## config.mk

```make
export PLATFORM = sky130hd
export DESIGN_NAME = sss_slave_err
export DESIGN_NICKNAME = d
export VERILOG_FILES = /design/src/rtl/sss_pkg.sv /design/src/rtl/sss_sampler.sv /design/src/rtl/sss_framer.sv /design/src/rtl/sss_datapath.sv /design/src/rtl/sss_errflags.sv /design/src/rtl/sss_slave_err.sv
export SDC_FILE = /design/constraint.sdc
export NUM_CORES = 1
export LEC_CHECK = 0
export ABC_AREA = 1
export BUFFER_PORTS_ARGS = -buffer_cell sky130_fd_sc_hd__buf_4
export CAP_MARGIN = 20
export CORE_UTILIZATION = 50
export CTS_CLUSTER_SIZE = 16
export DETAILED_ROUTE_END_ITERATION = 8
export HOLD_SLACK_MARGIN = 0.06
export PLACE_DENSITY = 0.69
export SLEW_MARGIN = 10
export SYNTH_ARGS = -nofsm -noshare
export SYNTH_HDL_FRONTEND = slang
export SYNTH_HIERARCHICAL = 1
export SYNTH_SLANG_ARGS = --single-unit
```

## constraint.sdc

```tcl
create_clock -name clk -period 4.6 [get_ports clk]
set_input_delay 0 -clock clk [delete_from_list [all_inputs] [get_ports clk]]
set_output_delay 0 -clock clk [all_outputs]
set_load 0.03 [all_outputs]
```

## src/rtl/sss_pkg.sv

```systemverilog
package sss_pkg;
  localparam int NCAUSE = 4;
  localparam int ERR_OVR = 0;
  localparam int ERR_PHS = 1;
  localparam int ERR_CLK = 2;
  localparam int ERR_UND = 3;
endpackage

```

## src/rtl/sss_sampler.sv

```systemverilog
module sss_sampler #(
  parameter int PH_WIN = 2
) (
  input  logic clk,
  input  logic rst_n,
  input  logic ser_clk,
  input  logic ser_in,
  output logic rise,
  output logic phase_bad
);
  localparam int SW = $clog2(PH_WIN + 1) + 1;

  logic          clk_q, din_q;
  logic [SW-1:0] stab;
  logic          chg;

  assign chg       = ser_in != din_q;
  assign rise      = ser_clk & ~clk_q;
  assign phase_bad = rise & (chg | (stab < SW'(PH_WIN)));

  always_ff @(posedge clk) begin
    if (!rst_n) begin
      clk_q <= 1'b0;
      din_q <= 1'b0;
      stab  <= '0;
    end else begin
      clk_q <= ser_clk;
      din_q <= ser_in;
      if (chg) stab <= '0;
      else if (stab < SW'(PH_WIN)) stab <= stab + SW'(1);
    end
  end

  // a rise cannot follow a rise in the next cycle
  a_r6_rise_gap: assert property (@(posedge clk) disable iff (!rst_n)
    rise |=> !rise);
endmodule

```

## src/rtl/sss_framer.sv

```systemverilog
module sss_framer #(
  parameter int WIDTH   = 16,
  parameter int BIT_CYC = 8
) (
  input  logic clk,
  input  logic rst_n,
  input  logic rise,
  input  logic auto_rst,
  output logic shift,
  output logic start,
  output logic done,
  output logic clk_bad,
  output logic reinit,
  output logic idle
);
  localparam int LIMIT = (3 * BIT_CYC) / 2;
  localparam int GW    = $clog2(LIMIT + 1);
  localparam int CW    = $clog2(WIDTH + 1);

  logic [CW-1:0] cnt, cnt_n;
  logic [GW-1:0] gap, gap_n;
  logic          guard, guard_n;

  assign idle = cnt == '0;

  always_comb begin
    shift   = 1'b0;
    start   = 1'b0;
    done    = 1'b0;
    clk_bad = 1'b0;
    reinit  = 1'b0;
    cnt_n   = cnt;
    gap_n   = gap;
    guard_n = guard;
    if (rise) begin
      gap_n = '0;
      if (guard) begin
        clk_bad = 1'b1;
        guard_n = 1'b0;
        if (auto_rst) begin
          reinit = 1'b1;
        end else begin
          shift = 1'b1;
          start = 1'b1;
          cnt_n = CW'(1);
        end
      end else begin
        shift = 1'b1;
        start = idle;
        if (cnt == CW'(WIDTH - 1)) begin
          done    = 1'b1;
          cnt_n   = '0;
          guard_n = 1'b1;
        end else begin
          cnt_n = cnt + CW'(1);
        end
      end
    end else if (!idle) begin
      if (gap == GW'(LIMIT)) begin
        clk_bad = 1'b1;
        if (auto_rst) begin
          reinit = 1'b1;
          cnt_n  = '0;
          gap_n  = '0;
        end
      end else begin
        gap_n = gap + GW'(1);
      end
    end else if (guard) begin
      if (gap == GW'(LIMIT)) begin
        guard_n = 1'b0;
        gap_n   = '0;
      end else begin
        gap_n = gap + GW'(1);
      end
    end
  end

  always_ff @(posedge clk) begin
    if (!rst_n) begin
      cnt   <= '0;
      gap   <= '0;
      guard <= 1'b0;
    end else begin
      cnt   <= cnt_n;
      gap   <= gap_n;
      guard <= guard_n;
    end
  end

  // reinitialisation leaves the counter idle
  a_r9_reinit_idle: assert property (@(posedge clk) disable iff (!rst_n)
    reinit |=> idle);
  // frame completions are never adjacent
  a_r2_done_spacing: assert property (@(posedge clk) disable iff (!rst_n)
    done |=> !done);
  // a completed frame leaves the counter at zero
  a_r8_done_idle: assert property (@(posedge clk) disable iff (!rst_n)
    done |=> idle);
endmodule

```

## src/rtl/sss_datapath.sv

```systemverilog
module sss_datapath #(
  parameter int WIDTH = 16
) (
  input  logic             clk,
  input  logic             rst_n,
  input  logic             ser_in,
  input  logic             shift,
  input  logic             start,
  input  logic             done,
  input  logic             reinit,
  input  logic             load_ok,
  input  logic             tx_valid,
  input  logic [WIDTH-1:0] tx_data,
  input  logic             rx_ready,
  output logic             ser_out,
  output logic             tx_ready,
  output logic             rx_valid,
  output logic [WIDTH-1:0] rx_data,
  output logic             tx_irq,
  output logic             rx_irq,
  output logic             overrun,
  output logic             underrun
);
  logic [WIDTH-1:0] shreg, txbuf, shifted;
  logic             tx_full, fresh, load, take;

  assign shifted  = {shreg[WIDTH-2:0], ser_in};
  assign load     = load_ok & tx_full & ~fresh;
  assign take     = rx_valid & rx_ready;
  assign tx_ready = ~tx_full;
  assign ser_out  = shreg[WIDTH-1];
  assign overrun  = done & rx_valid & ~rx_ready;
  assign underrun = start & ~fresh;

  always_ff @(posedge clk) begin
    if (!rst_n) begin
      shreg    <= '1;
      txbuf    <= '0;
      tx_full  <= 1'b0;
      fresh    <= 1'b0;
      rx_data  <= '0;
      rx_valid <= 1'b0;
      tx_irq   <= 1'b0;
      rx_irq   <= 1'b0;
    end else begin
      tx_irq <= start & fresh;
      rx_irq <= done;
      if (reinit) shreg <= '1;
      else if (shift) shreg <= shifted;
      else if (load) shreg <= txbuf;
      if (reinit || start) fresh <= 1'b0;
      else if (load) fresh <= 1'b1;
      if (load) begin
        tx_full <= 1'b0;
      end else if (tx_valid && !tx_full) begin
        tx_full <= 1'b1;
        txbuf   <= tx_data;
      end
      if (done) begin
        rx_data  <= shifted;
        rx_valid <= 1'b1;
      end else if (take) begin
        rx_valid <= 1'b0;
      end
    end
  end

  // copying from the buffer never collides with shifting
  a_r1_load_between_frames: assert property (@(posedge clk) disable iff (!rst_n)
    load |-> !shift);
  // an unread word is held
  a_r3_rx_hold: assert property (@(posedge clk) disable iff (!rst_n)
    (rx_valid && !rx_ready && !done) |=> (rx_valid && $stable(rx_data)));
endmodule

```

## src/rtl/sss_errflags.sv

```systemverilog
module sss_errflags #(
  parameter int N = 4
) (
  input  logic         clk,
  input  logic         rst_n,
  input  logic [N-1:0] set,
  input  logic         clr_valid,
  input  logic [N-1:0] clr_mask,
  input  logic [N-1:0] err_en,
  output logic [N-1:0] flags,
  output logic         irq
);
  logic [N-1:0] keep;

  assign irq = |(flags & err_en);

  for (genvar i = 0; i < N; i++) begin : g_bit
    assign keep[i] = flags[i] & ~(clr_valid & clr_mask[i]);
    always_ff @(posedge clk) begin
      if (!rst_n) flags[i] <= 1'b0;
      else flags[i] <= keep[i] | set[i];
    end
  end

  // flags stay set while no clear is written
  a_r10_sticky: assert property (@(posedge clk) disable iff (!rst_n)
    !clr_valid |=> ((flags & $past(flags)) == $past(flags)));
  // a clear with no competing fault empties the masked bits
  a_r10_clear: assert property (@(posedge clk) disable iff (!rst_n)
    (clr_valid && set == '0) |=> ((flags & $past(clr_mask)) == '0));
endmodule

```

## src/rtl/sss_slave_err.sv

```systemverilog
module sss_slave_err #(
  parameter int WIDTH   = 16,
  parameter int BIT_CYC = 8,
  parameter int PH_WIN  = 2
) (
  input  logic             clk,
  input  logic             rst_n,
  input  logic             ser_clk,
  input  logic             ser_in,
  output logic             ser_out,
  input  logic             tx_valid,
  output logic             tx_ready,
  input  logic [WIDTH-1:0] tx_data,
  output logic             rx_valid,
  input  logic             rx_ready,
  output logic [WIDTH-1:0] rx_data,
  output logic             tx_irq,
  output logic             rx_irq,
  input  logic [3:0]       err_en,
  input  logic             auto_rst_en,
  input  logic             clr_valid,
  input  logic [3:0]       clr_mask,
  output logic [3:0]       err_flags,
  output logic             err_irq
);
  import sss_pkg::*;

  logic rise, phase_bad, shift, start, done, clk_bad, reinit, idle;
  logic overrun, underrun;
  logic [NCAUSE-1:0] set;

  sss_sampler #(.PH_WIN(PH_WIN)) u_smp (
    .clk(clk), .rst_n(rst_n), .ser_clk(ser_clk), .ser_in(ser_in),
    .rise(rise), .phase_bad(phase_bad));

  sss_framer #(.WIDTH(WIDTH), .BIT_CYC(BIT_CYC)) u_frm (
    .clk(clk), .rst_n(rst_n), .rise(rise), .auto_rst(auto_rst_en),
    .shift(shift), .start(start), .done(done), .clk_bad(clk_bad),
    .reinit(reinit), .idle(idle));

  sss_datapath #(.WIDTH(WIDTH)) u_dp (
    .clk(clk), .rst_n(rst_n), .ser_in(ser_in), .shift(shift), .start(start),
    .done(done), .reinit(reinit), .load_ok(idle & ~rise),
    .tx_valid(tx_valid), .tx_data(tx_data), .rx_ready(rx_ready),
    .ser_out(ser_out), .tx_ready(tx_ready), .rx_valid(rx_valid),
    .rx_data(rx_data), .tx_irq(tx_irq), .rx_irq(rx_irq),
    .overrun(overrun), .underrun(underrun));

  always_comb begin
    set          = '0;
    set[ERR_OVR] = overrun;
    set[ERR_PHS] = phase_bad;
    set[ERR_CLK] = clk_bad;
    set[ERR_UND] = underrun;
  end

  sss_errflags #(.N(NCAUSE)) u_flg (
    .clk(clk), .rst_n(rst_n), .set(set), .clr_valid(clr_valid),
    .clr_mask(clr_mask), .err_en(err_en), .flags(err_flags), .irq(err_irq));

  // with all enables off the interrupt stays low
  a_r11_gated: assert property (@(posedge clk) disable iff (!rst_n)
    (err_en == 4'h0) |-> !err_irq);
  // a transmit fault leaves bit 3 set next cycle
  a_r4_underrun_flag: assert property (@(posedge clk) disable iff (!rst_n)
    underrun |=> err_flags[ERR_UND]);
endmodule

```

## Yosys cells after proc, flatten, opt, wreduce, memory -nomap -nowiden

Cells that the tools add are included.

- Output and inout bits: 26
- Flip-flop bits (word level): 72
- Input bits: 32
- Word-level logic and storage cells: 119

- Eq/ne operators: 7
- Reduce and logical (&&, ||, !) cells: 18
- Muxes and demuxes: 37
- Magnitude comparators: 1
- $add $sub $neg: 3
- Bitwise operators: 35

Operators by type and width:

| operator | count |
|---|---|
| 2-to-1 mux 5 bit | 7 |
| 2-to-1 mux 16 bit | 2 |
| 2-to-1 mux 1 bit | 23 |
| 2-to-1 mux 4 bit | 5 |
| AND 1 bit | 18 |
| inverter 1 bit | 11 |
| nonzero test 2 bit | 5 |
| OR reduction 2 bit | 5 |
| != test 3 bit, second input constant | 2 |
| adder 5 x 1 -> 5 bit, second input constant | 1 |
| == test 5 x 4 -> 1 bit, second input constant | 1 |
| logical NOT 5 bit | 1 |
| bitwise OR 1 bit | 5 |
| adder 4 x 1 -> 4 bit, second input constant | 1 |
| AND 4 bit | 1 |
| == test 4 bit, second input constant | 1 |
| AND reduction 2 bit | 2 |
| AND reduction 4 bit | 1 |
| OR reduction 4 bit | 1 |
| adder 3 x 1 -> 3 bit, second input constant | 1 |
| less-than comparator 3 x 2 -> 1 bit, second input constant | 1 |
| != test 2 x 1 -> 1 bit, second input constant | 1 |
| != test 2 bit, second input constant | 1 |
| logical AND 1 bit | 1 |
| other kinds (3) | 3 |

## Depth between registers and ports, before layout

Gate-level depths: netlist (run 1).

- Depth after elaboration: 8
- Gate-level depth with buffers: 13
- Mapped depth without buffers: 12

## Cells and area by module

The synthesis (run 1) kept the hierarchy.

By module, submodules not included:

| module | cells an instance | times used | area each (sq um) |
|---|---|---|---|
| sss_datapath | 284 | 1 | 2130.8 |
| sss_framer | 109 | 1 | 713.2 |
| sss_sampler | 34 | 1 | 236.5 |
| sss_errflags | 26 | 1 | 173.9 |
| sss_slave_err | 2 | 1 | 10.0 |

## Worst setup path after synthesis (run 1)

OpenSTA, ideal clock, no wires.

- Path type: reg-to-reg
- From: register u_frm.cnt[0]
- To: register u_dp.shreg[0]
- Arrival time: 1.559 ns
- Path slack: 2.921 ns
- Clock period less this slack: 1.679 ns
- Cell stages (with the launch flop): 11
- Buffers on the path: 1
- Cell sequence: dfxtp_1 > inv_1 > ha_1 > inv_1 > nor2_2 > nand2_4 > nand3_2 > o21ai_0 > nor2_8 > buf_6 > nand3_1

- Elaborated cells between the ends (all ways): 8
- Those cells by class: mux: 2; bitwise: 3; reduce/logical: 3

RTL lines:

| item | RTL line | RTL |
|---|---|---|
| start, declared | sss_framer.sv:20 | `logic [CW-1:0] cnt, cnt_n;` |
| start signal, assigned | sss_framer.sv:85 | `cnt <= cnt_n;` |
| logical NOT 5 bit | sss_framer.sv:24 | `assign idle = cnt == '0;` |
| 2-to-1 mux 1 bit | sss_framer.sv:58 | `end else if (!idle) begin` |
| 2-to-1 mux 1 bit | sss_framer.sv:35 | `if (rise) begin` |
| named net reinit | sss_slave_err.sv:28 | `logic rise, phase_bad, shift, start, done, clk_bad, reinit, idle;` |
| OR reduction 2 bit (no line) | - |  |
| end signal, assigned | sss_datapath.sv:49 | `else if (shift) shreg <= shifted;` |
| end signal, assigned | sss_datapath.sv:50 | `else if (load) shreg <= txbuf;` |
| end, declared | sss_datapath.sv:24 | `logic [WIDTH-1:0] shreg, txbuf, shifted;` |

The timed path passes the listed nets, and every way through them passes these cells.
A chain may end at the register's enable or synchronous reset.

## Final worst setup path (run 1)

- From: input ser_clk
- To: register u_flg.flags[0]

- Longest elaborated chain between the ends: 5

Ends and longest elaborated chain:

| item | RTL line | RTL |
|---|---|---|
| start, declared | sss_slave_err.sv:8 | `input logic ser_clk,` |
| AND 1 bit | sss_sampler.sv:18 | `assign rise = ser_clk & ~clk_q;` |
| named net rise | sss_slave_err.sv:28 |  |
| 2-to-1 mux 1 bit | sss_framer.sv:35 |  |
| named net done | sss_slave_err.sv:28 |  |
| AND 1 bit (2 in a row) | sss_datapath.sv:32 | `assign overrun = done & rx_valid & ~rx_ready;` |
| named net overrun | sss_slave_err.sv:29 | `logic overrun, underrun;` |
| bitwise OR 1 bit | sss_errflags.sv:21 | `else flags[i] <= keep[i] \| set[i];` |
| end signal, assigned by index | sss_errflags.sv:21 |  |
| end, declared | sss_errflags.sv:10 | `output logic [N-1:0] flags,` |

The timed path passes the listed nets, and every way through them passes these cells.

==> out/results.tsv, run 1 <==
metric	value	unit
cts_setup_buffers	0	
vdd_drop_max	245	uV
worstPathMaxFanout	18	
status	finished with violations	
track_usage	22.4	%
synth_xor_xnor_area_share	0	%
clk_pin_slew	0.08	ns
cts_buffers	9	
antenna_found_initial	0	
start_util	51.7	%
cp.arrival	2.81	ns
hold_path.class	input pin to register	
io_pins	58	
power_density	351	nW/um^2
postSynth.asyncResetShare	0	%
drt_wl_total	7.49	mm
die_h	82.8	um
yosys.area_share.simple	36.1	%
num_rows	29	
wl_per_cell	12.1	um
rr_startpoint	u_smp/clk_q	
synth_top_family_by_area	simple AND/OR/NAND/NOR gates	
cp_top_family	buffers and inverters	
synth_top_area_share	44.2	%
yosysUniqueCellTypes	27	
ys_top_cells_by_area	dfxtp_1, nand2_1, nor2_1	
cp.buffers_inverters	8	
skew	0.0152	ns
violations	design-rule violations	
dp_hpwl	4.78	mm
yosys_warnings	6	
vias	3026	
finalSetupViolCount	0	
yosysMostFrequentCell	nand2_1	
timing.rr.end	u_flg/flags[0]	
grt_pass1_vias	2717	
wl_met3	236	um
synth_nets	492	
synthAdderAreaFrac	1.92	%
ys_ff_latch	72	
worstSetupEndpointType	register	
tns	0	ns
min_period_over_period	54.9	%
grt_overflow_total	0	
r2r.worst_path.cells	10	
core_region_area	6310	um^2
gp_congestion	0.930	
worst_path_largest_cell_delay	0.55	ns
path_cells	dlygate4sd3_1 > buf_4 > inv_1 > nor2_2 > nand2_1 > inv_1 > nand2_1 > inv_1 > inv_2 > nor2_1 > inv_1 > a21oi_1 > dlygate4sd3_1	
whs_endpoint	u_smp/din_q	
maxCapViolations	0	
drv_slew	0	
viasPerCell	4.90	
io_buffer_count	57	
clkPwrFrac	38.1	%
synth_area_leader_cell	dfxtp_1	
p_leak	2.02	nW
power_frac_seq	47.1	%
power	0.00147	W
grt_max_degree	42	
wl_met2	3.59	mm
remaining_drc_errors	2	
internal_power	0.00107	W
clock_path_buffers	2	
crit_required	4.88	ns
synth_compound_area_share	8.55	%
worstSetupPathType	input pin to register	
synth-main-ff-cell	dfxtp_1	
top_layer_used	met4	
drive_gt1_share	19.4	%
synth_common_cells	nand2_1, dfxtp_1, nor2_1	
fmax	396	MHz
synth_edf_count	0	
setup_slack	2.07	ns
synth_cells	455	
drt_iter0_drc	126	
maxSlewHeadroom	60.7	%
cts_tree	built	
post-place-ws	2.54	ns
rsz0062_at_grt	no	
yosys-mux-area-fraction	0	%
clock-sinks	72	
fp.dieArea	6860	um^2
wl_met1	3.61	mm
finalHoldViolations	0	
min_from	rst_n	
worst_pin_slew	0.583	ns
cp_common_cell	inv_1	
die_x	82.8	um
rrSetupSlack	2.08	ns
clkLatencyLatePin	0.34	ns
combPwrFrac	14.7	%
htreeDepth	3	
whs_path_depth	3	
drt_pass1_iterations	6	
ant_nets	0	
antenna_cells	0	
grt_pass1_wl	12.6	mm
syn_area_per_cell	7.17	um^2
yosysSeqAreaShare	44.2	%
sw_frac_of_total	27.5	%
cp-start-kind	input pin	
layout.nets	573	
switchingPower	0.000403	W
area.growth.synth_to_final	28.3	%
slowest_stage	dlygate4sd3_1	
netlist_area	3260	um^2
cts_root_buf	clkbuf_8	
fin_crit	2.53	ns
-- layout make-up --
| cell class | instances | area [um^2] |
|---|---|---|
| inverter | 48 | 185 |
| timing repair buffer | 86 | 718 |
| tap | 77 | 96.3 |
| sequential | 72 | 1440 |
| multi-input combinational | 319 | 1520 |
| clock buffer | 9 | 124 |
| clock inverter | 7 | 104 |
| fill | 569 | 2120 |
-- what timing repair did --
item                                   4_1_cts  5_1_grt
gates resized for setup                      0        0
hold buffers                                29        0
endpoints found under the hold margin       29        0
setup endpoints to repair                    0        0
-- cell families (layout without fill, tap and decap cells) --
kind of cell	count (synthesis)	after routing
AND/OR/NAND/NOR	259	259
flip-flops	72	72
buffers and inverters	64	150
AO/OA/AOI/OAI	55	55
adder cells (fa/ha/maj)	5	5
-- routing by layer --
metal	up-vias	GRT usage, %
met5	-	0
met4	0	5.64
met3	4	5.37
met2	50	36.9
met1	1373	29.6
li1	1599	-
-- worst max path at each step --
| stage | from | end | slack, ns | cells past startpoint |
|---|---|---|---|---|
| after floorplan | u_frm/cnt[0] | u_dp/shreg[0] | 2.92 | 10 |
| after global placement | u_smp/clk_q | u_dp/shreg[7] | 2.63 | 8 |
| after detailed placement | u_smp/clk_q | u_dp/shreg[7] | 2.54 | 8 |
| after CTS | u_smp/clk_q | u_flg/flags[0] | 2.09 | 10 |
| after global routing | u_smp/clk_q | u_flg/flags[0] | 1.83 | 10 |
| final | ser_clk | u_flg/flags[0] | 2.07 | 13 |
-- cells in the final DEF, fill, tap and decap left out, drive strengths merged, types with 5 or more instances in the layout --
cell	n
nand2	121
dfxtp	72
inv	49
nand3	48
dlygate4sd3	29
a21oi	19
clkbuf	9
buf	57
ha	5
o21ai	36
nor2	82
nand4	5
-- worst register-to-register path, stage by stage (launching register included) --
cell           delay [ns]
dfxtp_1              0.31
nor2_2               0.32
nand2_1              0.10
inv_1                0.13
nand2_1              0.09
inv_1                0.40
inv_2                0.25
nor2_1               0.15
inv_1                0.05
a21oi_1              0.13
dlygate4sd3_1        0.55
-- power groups by stage --
stage          sequential, W  combinational (W)  clock [W]
6_report            0.000692           0.000216   0.000561
4_1_cts             0.000692           0.000214   0.000575
3_3_place_gp        0.000706           0.000190          0
3_5_place_dp        0.000706           0.000194          0
2_1_floorplan       0.000704           0.000144          0
5_1_grt             0.000697           0.000244   0.000600
-- flip-flops by register name, summed over array words and instances (netlist names), 3 cells and up --
name,cells
u_dp/rx_data,16
u_dp/shreg,16
u_dp/txbuf,16
u_flg/flags,4
u_frm/cnt,5
u_frm/gap,4
u_smp/stab,3
-- per-stage QoR --
| stage | instances | utilization [%] | hold slack (ns) | area [um^2] |
|---|---|---|---|---|
| 2_1_floorplan | 455 | - | 0.0935 | 3260 |
| 3_3_place_gp | 573 | 58.1 | 0.193 | 3670 |
| 3_5_place_dp | 573 | 58.1 | 0.196 | 3670 |
| 4_1_cts | 618 | 66.3 | 0.0667 | 4190 |
| 5_1_grt | 618 | 66.3 | 0.0916 | 4190 |
| 6_report | 618 | 66.3 | 0.0863 | 4190 |
Note: power is estimated with default switching activity, not from simulation.
==> run 2, diff against run 1 <==
Clock period 4.6 ns to 2.36 ns, I/O delays scaled along.
==> run 2 against run 1 <==
The flow now finishes without violations. First-iteration DRC count rose by 23%. Die area did not move. Critical path depth did not move. Count of clock-buffer cells in the layout rose by 1. Global-route usage rose by 0.17 points. Combinational power rose by 96%. Clock skew fell by 0.0069 ns. Core utilization fell by 0.63 points. Sequential share of layout area rose by 0.33 points. Final cell count rose by 0.32%. Largest power group unchanged.
==> out/results.tsv, run 2 (synthesized netlist as in run 1, its figures left out) <==
metric	value	unit	change
ctsHoldBuffers	29		unchanged
start_util	51.7	%	unchanged
cts_buffers	9		unchanged
internal_power	0.00186	W	was 0.00107 W
setup_slack	0.209	ns	was 2.07 ns
maxSlewHeadroom	61.8	%	was 60.7%
nFillCells	584		was 569
clkLatencyLatePin	0.34	ns	about the same
rr_startpoint	u_smp/clk_q		unchanged
dp_hpwl	5.01	mm	was 4.78 mm
rrSetupSlack	0.23	ns	was 2.08 ns
clock-sinks	72		unchanged
p_leak	2.00	nW	was 2.02 nW
vdd_drop_max	456	uV	was 245 uV
remaining_drc_errors	0		was 2
worstSetupPathType	input pin to register		unchanged
cts_setup_buffers	0		unchanged
worstSetupEndpointType	register		unchanged
io_pins	58		unchanged
path_cells	dlygate4sd3_1 > buf_4 > inv_1 > nor2_2 > nand2_1 > inv_1 > nand2_1 > inv_1 > inv_2 > nor2_1 > inv_1 > a21oi_1 > dlygate4sd3_1		unchanged
post-place-ws	0.521	ns	was 2.54 ns
fmax	465	MHz	
combPwrFrac	16.1	%	was 14.7%
die_x	82.8	um	unchanged
power_frac_seq	51.5	%	was 47.1%
worstPathMaxFanout	17		was 18
timing.rr.end	u_flg/flags[0]		unchanged
drive_gt1_share	19.5	%	was 19.4%
vias	3127		was 3026
hold_path.class	input pin to register		unchanged
most-common-layout-cells	nand2_1, dfxtp_1, nor2_1		unchanged
area.growth.synth_to_final	27.1	%	was 28.3%
grt_max_degree	42		unchanged
drv_slew	0		unchanged
cts_root_buf	clkbuf_8		unchanged
grt_pass1_wl	12.8	mm	was 12.6 mm
sw_frac_of_total	29.3	%	was 27.5%
antenna_found_initial	0		unchanged
whs_path_depth	3		unchanged
cts_tree	built		unchanged
die_h	82.8	um	unchanged
fp.dieArea	6860	um^2	unchanged
cp_top_family	buffers and inverters		unchanged
status	completed		was finished with violations
maxCapViolations	0		unchanged
min_period_over_period	91.1	%	
endpoint	u_flg/flags[0]		unchanged
viasPerCell	5.04		was 4.90
crit_required	2.64	ns	was 4.88 ns
cp.arrival	2.43	ns	was 2.81 ns
reg.largest.list	u_dp/rx_data (16), u_dp/shreg (16), u_dp/txbuf (16)		unchanged
drt_iter0_drc	155		was 126
grt_pass1_vias	2858		was 2717
num_rows	29		unchanged
layout.nets	575		was 573
finalSetupViolCount	0		unchanged
switchingPower	0.000769	W	was 0.000403 W
worst_path_largest_cell_delay	0.57	ns	was 0.55 ns
htreeDepth	3		unchanged
worst_pin_slew	0.567	ns	was 0.583 ns
rsz0062_at_grt	no		unchanged
cp_num_cells	13		unchanged
clkPwrFrac	32.4	%	was 38.1%
r2r.worst_path.cells	10		unchanged
crit_path_start	ser_clk		unchanged
power_density	633	nW/um^2	was 351 nW/um^2
core_region_area	6310	um^2	unchanged
clk_pin_slew	0.07	ns	was 0.08 ns
cp_common_cell	inv_1		unchanged
finalHoldViolations	0		unchanged
cp.buffers_inverters	8		unchanged
drt_pass1_iterations	5		was 6
wl_per_cell	12.2	um	was 12.1 um
layout_commonest_cell	nand2_1		unchanged
track_usage	22.6	%	was 22.4%
antenna_cells	0		unchanged
ant_nets	0		unchanged
stdcell_area	4150	um^2	was 4190 um^2
dpl_cell_area	3690	um^2	was 3670 um^2
skew	0.00834	ns	was 0.0152 ns
clock_path_buffers	2		unchanged
io_buffer_count	57		unchanged
ctsResizeCount	0		unchanged
grt_overflow_total	0		unchanged
cp-start-kind	input pin		unchanged
gp_congestion	0.835		was 0.930
slowest_stage	dlygate4sd3_1		unchanged
fin_crit	2.15	ns	
drt_wl_total	7.54	mm	was 7.49 mm
tns	0	ns	unchanged
[run 2: metal layers]
layer  up-vias  share of wire, %  global-route usage [%]
li1       1613                 -                       -
met1      1416                44                    28.2
met2        82                50                    37.9
met3        16               4.0                    4.37
met4         0               2.0                    9.72
met5         -                 0                       0
[run 2: layout make-up]
cell class / count / area [um^2] / share of cell area [%]
inverters: 48 / 185 / 4.46
multi-input cells: 319 / 1520 / 36.6
clock buffers: 10 / 128 / 3.08
flip-flops and latches: 72 / 1440 / 34.7
repair buffers: 88 / 733 / 17.7
clock inverters: 6 / 45.0 / 1.09
well taps: 77 / 96.3 / 2.32
[run 2: worst register-to-register path, stage by stage (launching register included)]
cell and delay [ns]:
dfxtp_1 0.31, nor2_2 0.31, nand2_1 0.09, inv_1 0.15, nand2_1 0.12, inv_1 0.09
inv_2 0.13, nor2_1 0.13, inv_1 0.05, a21oi_1 0.13, dlygate4sd3_1 0.57
[run 2: how the worst min path moves through the flow]
| stage | startpoint | slack (ns) | end |
|---|---|---|---|
| floorplan | ser_clk | 0.09 | u_smp/clk_q |
| global placement | ser_clk | 0.20 | u_smp/clk_q |
| detailed placement | ser_clk | 0.21 | u_smp/clk_q |
| CTS | rst_n | 0.07 | u_smp/din_q |
| global route | rst_n | 0.09 | u_smp/din_q |
| finish | rst_n | 0.09 | u_smp/din_q |
[run 2: per-stage QoR]
stage	utilization (%)	total power [W]	hold WS [ns]	cells
3_5_place_dp	58.4	0.00176	0.206	575
2_1_floorplan	-	0.00165	0.0935	455
5_1_grt	65.7	0.00277	0.0943	620
6_report	65.7	0.00263	0.0862	620
4_1_cts	65.7	0.00265	0.0686	620
3_3_place_gp	58.4	0.00175	0.197	575
[run 2: power groups by stage]
stage	clock [W]	sequential [W]	combinational (W)
global placement	0	0.00138	0.000371
global route	0.000933	0.00136	0.000474
finish	0.000852	0.00135	0.000423
CTS	0.000880	0.00135	0.000420
detailed placement	0	0.00138	0.000382
floorplan	0	0.00137	0.000280
